### src/rtl/sram_param_loader_pkg.sv
package sram_param_loader_pkg;

    typedef enum logic [1:0] {
        ST_ARMED  = 2'd0,
        ST_LOAD   = 2'd1,
        ST_FINISH = 2'd2,
        ST_HOLD   = 2'd3
    } ld_state_e;

endpackage

### src/rtl/spl_sequencer.sv
module spl_sequencer
    import sram_param_loader_pkg::*;
#(
    parameter int NUM_PARAMS = 5,
    parameter int ADDR_W     = 8,
    parameter int STEP_W     = $clog2(NUM_PARAMS + 2)
) (
    input  logic              clk,
    input  logic              rst,
    input  logic              init_ready,
    output logic              own_active,
    output logic [ADDR_W-1:0] rd_addr,
    output logic              cap_en,
    output logic [STEP_W-1:0] cap_idx,
    output logic              done_o
);
    localparam logic [STEP_W-1:0] LAST_STEP = STEP_W'(NUM_PARAMS);
    localparam logic [STEP_W-1:0] LAST_ADDR = STEP_W'(NUM_PARAMS - 1);

    typedef struct packed {
        ld_state_e         state;
        logic [STEP_W-1:0] step;
    } seq_t;

    seq_t seq_d, seq_q;

    always_comb begin
        seq_d = seq_q;
        case (seq_q.state)
            ST_ARMED: begin
                if (init_ready) begin
                    seq_d.state = ST_LOAD;
                    seq_d.step  = '0;
                end
            end
            ST_LOAD: begin
                if (!init_ready) begin
                    seq_d.state = ST_ARMED;
                    seq_d.step  = '0;
                end else begin
                    seq_d.step = seq_q.step + 1'b1;
                    if (seq_q.step == LAST_STEP) begin
                        seq_d.state = ST_FINISH;
                    end
                end
            end
            ST_FINISH: begin
                seq_d.state = init_ready ? ST_HOLD : ST_ARMED;
                seq_d.step  = '0;
            end
            default: begin
                if (!init_ready) begin
                    seq_d.state = ST_ARMED;
                end
            end
        endcase
    end

    always_ff @(posedge clk) begin
        if (rst) begin
            seq_q.state <= ST_ARMED;
            seq_q.step  <= '0;
        end else begin
            seq_q <= seq_d;
        end
    end

    assign own_active = (seq_q.state == ST_LOAD);
    assign rd_addr    = (seq_q.step < LAST_STEP) ? ADDR_W'(seq_q.step) : ADDR_W'(LAST_ADDR);
    assign cap_en     = own_active && init_ready && (seq_q.step != '0);
    assign cap_idx    = seq_q.step - 1'b1;
    assign done_o     = (seq_q.state == ST_FINISH);

    AST_STEP_ADVANCE: assert property (@(posedge clk) disable iff (rst)
        (own_active && init_ready) |=> (seq_q.step == $past(seq_q.step) + 1'b1));

    AST_ABORT_ON_DROP: assert property (@(posedge clk) disable iff (rst)
        (own_active && !init_ready) |=> !own_active);

    AST_DONE_ONE_CYCLE: assert property (@(posedge clk) disable iff (rst)
        done_o |=> !done_o);

endmodule

### src/rtl/spl_capture_bank.sv
module spl_capture_bank #(
    parameter int NUM_PARAMS = 5,
    parameter int DATA_W     = 8,
    parameter int STEP_W     = $clog2(NUM_PARAMS + 2)
) (
    input  logic                         clk,
    input  logic                         rst,
    input  logic                         cap_en,
    input  logic [STEP_W-1:0]            cap_idx,
    input  logic [DATA_W-1:0]            rdata,
    output logic [NUM_PARAMS*DATA_W-1:0] words
);
    logic [DATA_W-1:0] word_d [NUM_PARAMS];
    logic [DATA_W-1:0] word_q [NUM_PARAMS];

    always_comb begin
        for (int i = 0; i < NUM_PARAMS; i++) begin
            word_d[i] = (cap_en && (cap_idx == STEP_W'(i))) ? rdata : word_q[i];
        end
    end

    always_ff @(posedge clk) begin
        for (int i = 0; i < NUM_PARAMS; i++) begin
            if (rst) begin
                word_q[i] <= '0;
            end else begin
                word_q[i] <= word_d[i];
            end
        end
    end

    generate
        for (genvar g = 0; g < NUM_PARAMS; g++) begin : g_out
            assign words[g*DATA_W +: DATA_W] = word_q[g];
        end
    endgenerate

    AST_CAPTURE_IN_RANGE: assert property (@(posedge clk) disable iff (rst)
        cap_en |-> (cap_idx < STEP_W'(NUM_PARAMS)));

endmodule

### src/rtl/spl_port_mux.sv
module spl_port_mux #(
    parameter int ADDR_W = 8,
    parameter int DATA_W = 8,
    parameter int EMA_W  = 3
) (
    input  logic              init_ready,
    input  logic              own_active,
    input  logic [ADDR_W-1:0] own_addr,
    input  logic              ext_cen_n,
    input  logic              ext_wen_n,
    input  logic [ADDR_W-1:0] ext_addr,
    input  logic [DATA_W-1:0] ext_wdata,
    output logic              sram_cen_n,
    output logic              sram_wen_n,
    output logic [ADDR_W-1:0] sram_addr,
    output logic [DATA_W-1:0] sram_wdata,
    output logic [EMA_W-1:0]  sram_ema,
    output logic              sram_retn
);
    always_comb begin
        sram_ema  = '0;
        sram_retn = 1'b1;
        if (!init_ready) begin
            sram_cen_n = ext_cen_n;
            sram_wen_n = ext_wen_n;
            sram_addr  = ext_addr;
            sram_wdata = ext_wdata;
        end else if (own_active) begin
            sram_cen_n = 1'b0;
            sram_wen_n = 1'b1;
            sram_addr  = own_addr;
            sram_wdata = '0;
        end else begin
            sram_cen_n = 1'b1;
            sram_wen_n = 1'b1;
            sram_addr  = '0;
            sram_wdata = '0;
        end
    end

endmodule

### src/rtl/sram_param_loader.sv
module sram_param_loader #(
    parameter int NUM_PARAMS = 5,
    parameter int ADDR_W     = 8,
    parameter int DATA_W     = 8,
    parameter int EMA_W      = 3
) (
    input  logic                         clk,
    input  logic                         rst,
    input  logic                         init_ready,
    input  logic                         ext_cen_n,
    input  logic                         ext_wen_n,
    input  logic [ADDR_W-1:0]            ext_addr,
    input  logic [DATA_W-1:0]            ext_wdata,
    input  logic [DATA_W-1:0]            sram_rdata,
    output logic                         sram_cen_n,
    output logic                         sram_wen_n,
    output logic [ADDR_W-1:0]            sram_addr,
    output logic [DATA_W-1:0]            sram_wdata,
    output logic [EMA_W-1:0]             sram_ema,
    output logic                         sram_retn,
    output logic [NUM_PARAMS*DATA_W-1:0] param_words,
    output logic                         load_done
);
    localparam int STEP_W = $clog2(NUM_PARAMS + 2);

    logic              own_active;
    logic [ADDR_W-1:0] own_addr;
    logic              cap_en;
    logic [STEP_W-1:0] cap_idx;

    spl_sequencer #(
        .NUM_PARAMS (NUM_PARAMS),
        .ADDR_W     (ADDR_W),
        .STEP_W     (STEP_W)
    ) u_seq (
        .clk        (clk),
        .rst        (rst),
        .init_ready (init_ready),
        .own_active (own_active),
        .rd_addr    (own_addr),
        .cap_en     (cap_en),
        .cap_idx    (cap_idx),
        .done_o     (load_done)
    );

    spl_capture_bank #(
        .NUM_PARAMS (NUM_PARAMS),
        .DATA_W     (DATA_W),
        .STEP_W     (STEP_W)
    ) u_bank (
        .clk     (clk),
        .rst     (rst),
        .cap_en  (cap_en),
        .cap_idx (cap_idx),
        .rdata   (sram_rdata),
        .words   (param_words)
    );

    spl_port_mux #(
        .ADDR_W (ADDR_W),
        .DATA_W (DATA_W),
        .EMA_W  (EMA_W)
    ) u_mux (
        .init_ready (init_ready),
        .own_active (own_active),
        .own_addr   (own_addr),
        .ext_cen_n  (ext_cen_n),
        .ext_wen_n  (ext_wen_n),
        .ext_addr   (ext_addr),
        .ext_wdata  (ext_wdata),
        .sram_cen_n (sram_cen_n),
        .sram_wen_n (sram_wen_n),
        .sram_addr  (sram_addr),
        .sram_wdata (sram_wdata),
        .sram_ema   (sram_ema),
        .sram_retn  (sram_retn)
    );

    AST_READ_MODE_OWNED: assert property (@(posedge clk) disable iff (rst)
        (own_active && init_ready) |-> (!sram_cen_n && sram_wen_n && sram_ema == '0 && sram_retn));

    AST_RELEASE_AT_DONE: assert property (@(posedge clk) disable iff (rst)
        load_done |-> sram_cen_n);

    AST_NO_CAPTURE_AFTER_DONE: assert property (@(posedge clk) disable iff (rst)
        (load_done && init_ready) |=> $stable(param_words));

endmodule

### config.mk
export PLATFORM = sky130hd
export DESIGN_NAME = sram_param_loader
export DESIGN_NICKNAME = d
export VERILOG_FILES = /design/src/rtl/sram_param_loader_pkg.sv /design/src/rtl/spl_sequencer.sv /design/src/rtl/spl_capture_bank.sv /design/src/rtl/spl_port_mux.sv /design/src/rtl/sram_param_loader.sv
export SDC_FILE = /design/constraint.sdc
export NUM_CORES = 1
export LEC_CHECK = 0
export BUFFER_PORTS_ARGS = -buffer_cell sky130_fd_sc_hd__buf_2
export CAP_MARGIN = 20
export CORE_UTILIZATION = 50
export CTS_BUF_LIST = sky130_fd_sc_hd__clkbuf_8
export CTS_CLUSTER_DIAMETER = 30
export DETAILED_ROUTE_END_ITERATION = 16
export MAX_ROUTING_LAYER = met4
export PLACE_DENSITY = 0.82
export SLEW_MARGIN = 30
export SYNTH_ARGS = -nofsm -noshare
export SYNTH_HDL_FRONTEND = slang
export SYNTH_HIERARCHICAL = 1
export SYNTH_SLANG_ARGS = --single-unit
### constraint.sdc
create_clock -name clk -period 2.8 [get_ports clk]
set_input_delay 0.42 -clock clk [delete_from_list [all_inputs] [get_ports clk]]
set_output_delay 0.42 -clock clk [all_outputs]
set_load 0.02 [all_outputs]
* Yosys cells after proc, flatten, opt, wreduce, memory -nomap -nowiden
Memories as Yosys holds them, arrays and structs flattened.
Cells that the tools add are included.
** Storage, ports and cells
- Bits in registers :: 5
- Bits in writable memories :: 40
- Output and inout port bits :: 63
- Word-level logic and storage cells :: 61
- Memories :: 1
** Operators by class
- Add/subtract/negate cells :: 2
- $lt $le $gt $ge :: 1
- Eq/ne operators :: 10
- Muxes and demuxes :: 27
- Bitwise operators :: 5
- Reductions and logical operators :: 13
** Memories
- u_bank.word_q :: words 5, bits a word 8, rd ports 5, clocked after memory_dff 0, write ports 5, RTL line spl_capture_bank.sv:14 : logic [DATA_W-1:0] word_q [NUM_PARAMS];
** Operator list (count)
- $mux 8 :: 12
- $mux 5 :: 2
- $pmux 3 s3 :: 1
- $logic_and 1x1->1 :: 7
- $eq 3x2->1 const B :: 2
- $eq 3x3->1 const B :: 2
- $mux 1 :: 6
- $mux 2 :: 3
- $mux 3 :: 2
- $pmux 2 s3 :: 1
- $reduce_bool 3->1 :: 2
- $or 1x1->1 :: 5
- $ne 4x1->1 const B :: 1
- $add 3x1->3 const B :: 1
- $eq 3x1->1 const B :: 1
- $logic_not 3->1 :: 1
- $lt 3x3->1 const B :: 1
- $ne 3x3->1 const B :: 1
- $reduce_and 3->1 :: 1
- $sub 3x1->3 const B :: 1
- $eq 2x1->1 const B :: 1
- $eq 2x2->1 const B :: 1
- $logic_not 2->1 :: 1
- $ne 2x2->1 const B :: 1
- $reduce_and 2->1 :: 1

* Longest topological paths before layout
- Word-level depth :: 6
- Gate-level depth with buffers :: 7

* Hierarchy
Netlist, hierarchy kept.
** By module, submodules not included
- spl_capture_bank :: instances 1, cells each 145, area an instance 1624.1 um^2, sequential area each 800.8 um^2
- spl_sequencer :: instances 1, cells each 50, area an instance 395.4 um^2, sequential area each 100.1 um^2
- spl_port_mux :: instances 1, cells each 33, area an instance 217.7 um^2, sequential area each 0.0 um^2

* Worst setup path before layout
OpenSTA, ideal clock, no wires.
- Path kind :: register to register
- From :: register u_seq/seq_q[0] (netlist bit)
- To :: memory u_bank.word_q[0][4]
- Arrival time :: 1947 ps
- Data required time :: 2678 ps
- Path slack :: 731 ps
- Cell stages (with the launch flop) :: 8
- Path buffers :: 1
- Period minus slack after synthesis :: 2069 ps
- Cell sequence :: dfxtp_1 -> inv_1 -> ha_1 -> nor2b_1 -> nor3_1 -> or4b_1 -> buf_2 -> mux2i_1
** RTL lines
- start: declaration :: RTL line spl_sequencer.sv:25 : seq_t seq_d, seq_q;
- start signal: assignment :: RTL line spl_sequencer.sv:64 : seq_q <= seq_d;
- end: declaration :: RTL line spl_capture_bank.sv:14

==> results.ini <==
[status]
outcome = complete, no violations

[routing]
wl_per_cell_um = 13.2
viasPerCell = 4.97
totalWireLength_mm = 4.71
dr.pass1.iters = 4
drc = 0
ant_nets = 0
drt_iter0_drc = 74
vias = 1778

[final_layout]
fin_util_pct = 66.4
n_fill_cell = 332
multi_input_area_mm2 = 0.00119
register_area_um2 = 901
syn2layout_area_growth_pct = 23.0
final_cell_mix = 87 x buf_2, 49 x nand2b_1, 45 x dfxtp_1
stdcell_area_mm2 = 0.00275
drive_gt1_share_pct = 33.1
stdcell_count = 358
antenna_cells = 0
final_common_cell = buf_2
nets = 340

[critical_path]
worstReg2RegStart = u_seq/seq_q[0]$_SDFFE_PP0P_
worstPathArrival_ns = 2.71
timing.critical_path.to = u_bank/word_q[0][2]$_SDFFE_PP0P_
path_class = flip-flop to flip-flop
reg2reg_slack_ns = 0.32
critPathMaxStageDelay_ns = 0.66
crit_chain = inv_1, ha_1, nor2b_1, nor3_1, nor4b_2, mux2i_1
crit_path_start = u_seq/seq_q[0]$_SDFFE_PP0P_
rr_endpoint = u_bank/word_q[0][2]$_SDFFE_PP0P_
endpoint_kind = flip-flop
path_max_fanout = 10
worstSetupStartpointType = flip-flop
crit_required_ns = 3.03
reg2reg_depth = 6
cp_slowest_cell = nor4b_2

[floorplan]
io_pins = 92
die_h_um = 68.9
die_w_um = 68.9
fp.coreArea_mm2 = 0.00414
start_util_pct = 54.0
fp-row-count = 23
die-area_mm2 = 0.00475

[logic_synthesis]
synth_cells = 228
synth.avg_cell_area_um2 = 9.81
synth.distinct_cells = 36
ys_ff_latch = 45
synth-edff-count = 0
syn_area_mm2 = 0.00224
ys_seq_area_share_pct = 40.3
async_flop_share_pct = 0
ys.flop_type = dfxtp_1
yosys_warnings = 6

[sta]
finalHoldViolCount = 0
drv_slew = 0
relSlewSlack_pct = 52.8
rsz0062_at_grt = no
tns_ns = 0
worst_pin_slew_ns = 0.709
fin_skew_ns = 0.00702
fin_crit_sh_pct = 88.5
fmax_ghz = 0.403
setup_viol = 0
min_period_ns = 2.48
hold_ws_ns = 0.477

[pwr]
irDropWorstVdd_v = 0.000352
power_density_mw_per_mm2 = 457
leakage_uw = 0.00147

[worst_hold_path]
hp-class = flip-flop to flip-flop

[global_route]
globalRouteOverflowTotal = 0
grt_max_degree = 55
grt_pass1_wl_mm = 7.07
grt_pass1_vias = 1551
antenna_found_initial = 0
grt_use_total_pct = 21.0

[clock_tree]
numCtsBuffers = 5
cts_resized = 0
worst_skew_pair.late_latency_ns = 0.30
cts_setup_buffers = 0
cts_tree = done
cts.sinks = 45
clock_path_buffers = 2
root_buffer = clkbuf_8
clkTransAtPathRegs_ns = 0.08
hold_buffers = 0
htree_levels = 2

[place]
dp_hpwl_mm = 3.23
place_area_mm2 = 0.00264
io_buffer_count = 87
placed_cells = 350
gp_congestion = 0.777

[job]
drv_cap = 0

[how the worst min path moves through the flow]
stage	startpoint	to	slack, ns	depth (start not counted)
global placement	u_bank/word_q[1][6]$_SDFFE_PP0P_	u_bank/word_q[1][6]$_SDFFE_PP0P_	0.46	2
CTS	u_bank/word_q[0][4]$_SDFFE_PP0P_	u_bank/word_q[0][4]$_SDFFE_PP0P_	0.48	2
detailed placement	u_bank/word_q[1][5]$_SDFFE_PP0P_	u_bank/word_q[1][5]$_SDFFE_PP0P_	0.46	2
finish	u_bank/word_q[0][4]$_SDFFE_PP0P_	u_bank/word_q[0][4]$_SDFFE_PP0P_	0.48	2
floorplan	u_seq/seq_q[1]$_SDFFE_PP0P_	u_seq/seq_q[1]$_SDFFE_PP0P_	0.47	2
global route	u_bank/word_q[1][5]$_SDFFE_PP0P_	u_bank/word_q[1][5]$_SDFFE_PP0P_	0.50	2
[power by group]
group          switching [uW]  total [uW]  leakage [uW]  internal (uW)
combinational            70.3         123       0.00105           53.2
clock                     227         491     0.0000595            264
sequential               3.07         644      0.000363            641
total                     300        1260       0.00147            958
[per-layer routing]
layer,wire length [um],track usage (%),vias to the layer above
li1,-,-,902
met1,2200,27.0,789
met2,2100,30.7,79
met3,352,7.07,8
met4,55,7.40,0
met5,0,-,-
[metrics by stage]
| step | setup slack, ns | power (uW) |
|---|---|---|
| 2_1_floorplan | 0.731 | 748 |
| 3_3_place_gp | 0.564 | 781 |
| 3_5_place_dp | 0.393 | 782 |
| 4_1_cts | 0.317 | 1270 |
| 5_1_grt | 0.129 | 1310 |
| 6_report | 0.321 | 1260 |
[registers in the layout, summed over array words and instances, names as in the netlist]
register	count
u_bank/word_q	40
u_seq/seq_q	5
[synth_stat cells, drive strengths merged, types with 2 or more instances]
library cell | instances | area (um^2)
nor3b | 2 | 15.0
nand3 | 4 | 20.0
inv | 7 | 26.3
nor2b | 10 | 62.6
nand2b | 49 | 307
a211oi | 2 | 15.0
conb | 3 | 11.3
clkbuf | 8 | 30.0
or4b | 2 | 20.0
nand4bb | 3 | 33.8
nor2 | 4 | 15.0
nand2 | 2 | 7.51
ha | 4 | 50.1
buf | 17 | 116
a21oi | 3 | 18.8
mux2i | 40 | 400
dfxtp | 45 | 901
a22o | 6 | 52.6
o21ai | 3 | 15.0
[critical path: cells and delay by family (launching register included)]
family / cells / cell delay (ns)
fa+ha+maj: 1 / 0.24
buf+inv: 1 / 0.19
flops: 1 / 0.42
mux: 1 / 0.26
simple gates: 3 / 1.30
[area by class of cell]
type	instances	area share, %
multi-input combinational	157	43.1
sequential	45	32.7
timing repair buffer	91	16.9
clock buffer	5	2.50
tap	50	2.27
clock inverter	3	1.55
inverter	7	0.955
[cell families after synthesis]
kind of cell | count (synthesis) | share of synthesized area, %
AO/OA/AOI/OAI | 17 | 5.59
XOR/XNOR | 1 | 0.392
adder cells (fa/ha/maj) | 4 | 2.24
buffers and inverters | 32 | 7.72
flip-flops | 45 | 40.3
multiplexers | 40 | 17.9
other | 3 | 0.503
AND/OR/NAND/NOR | 86 | 25.4
Power figures use the tool's default switching activity.
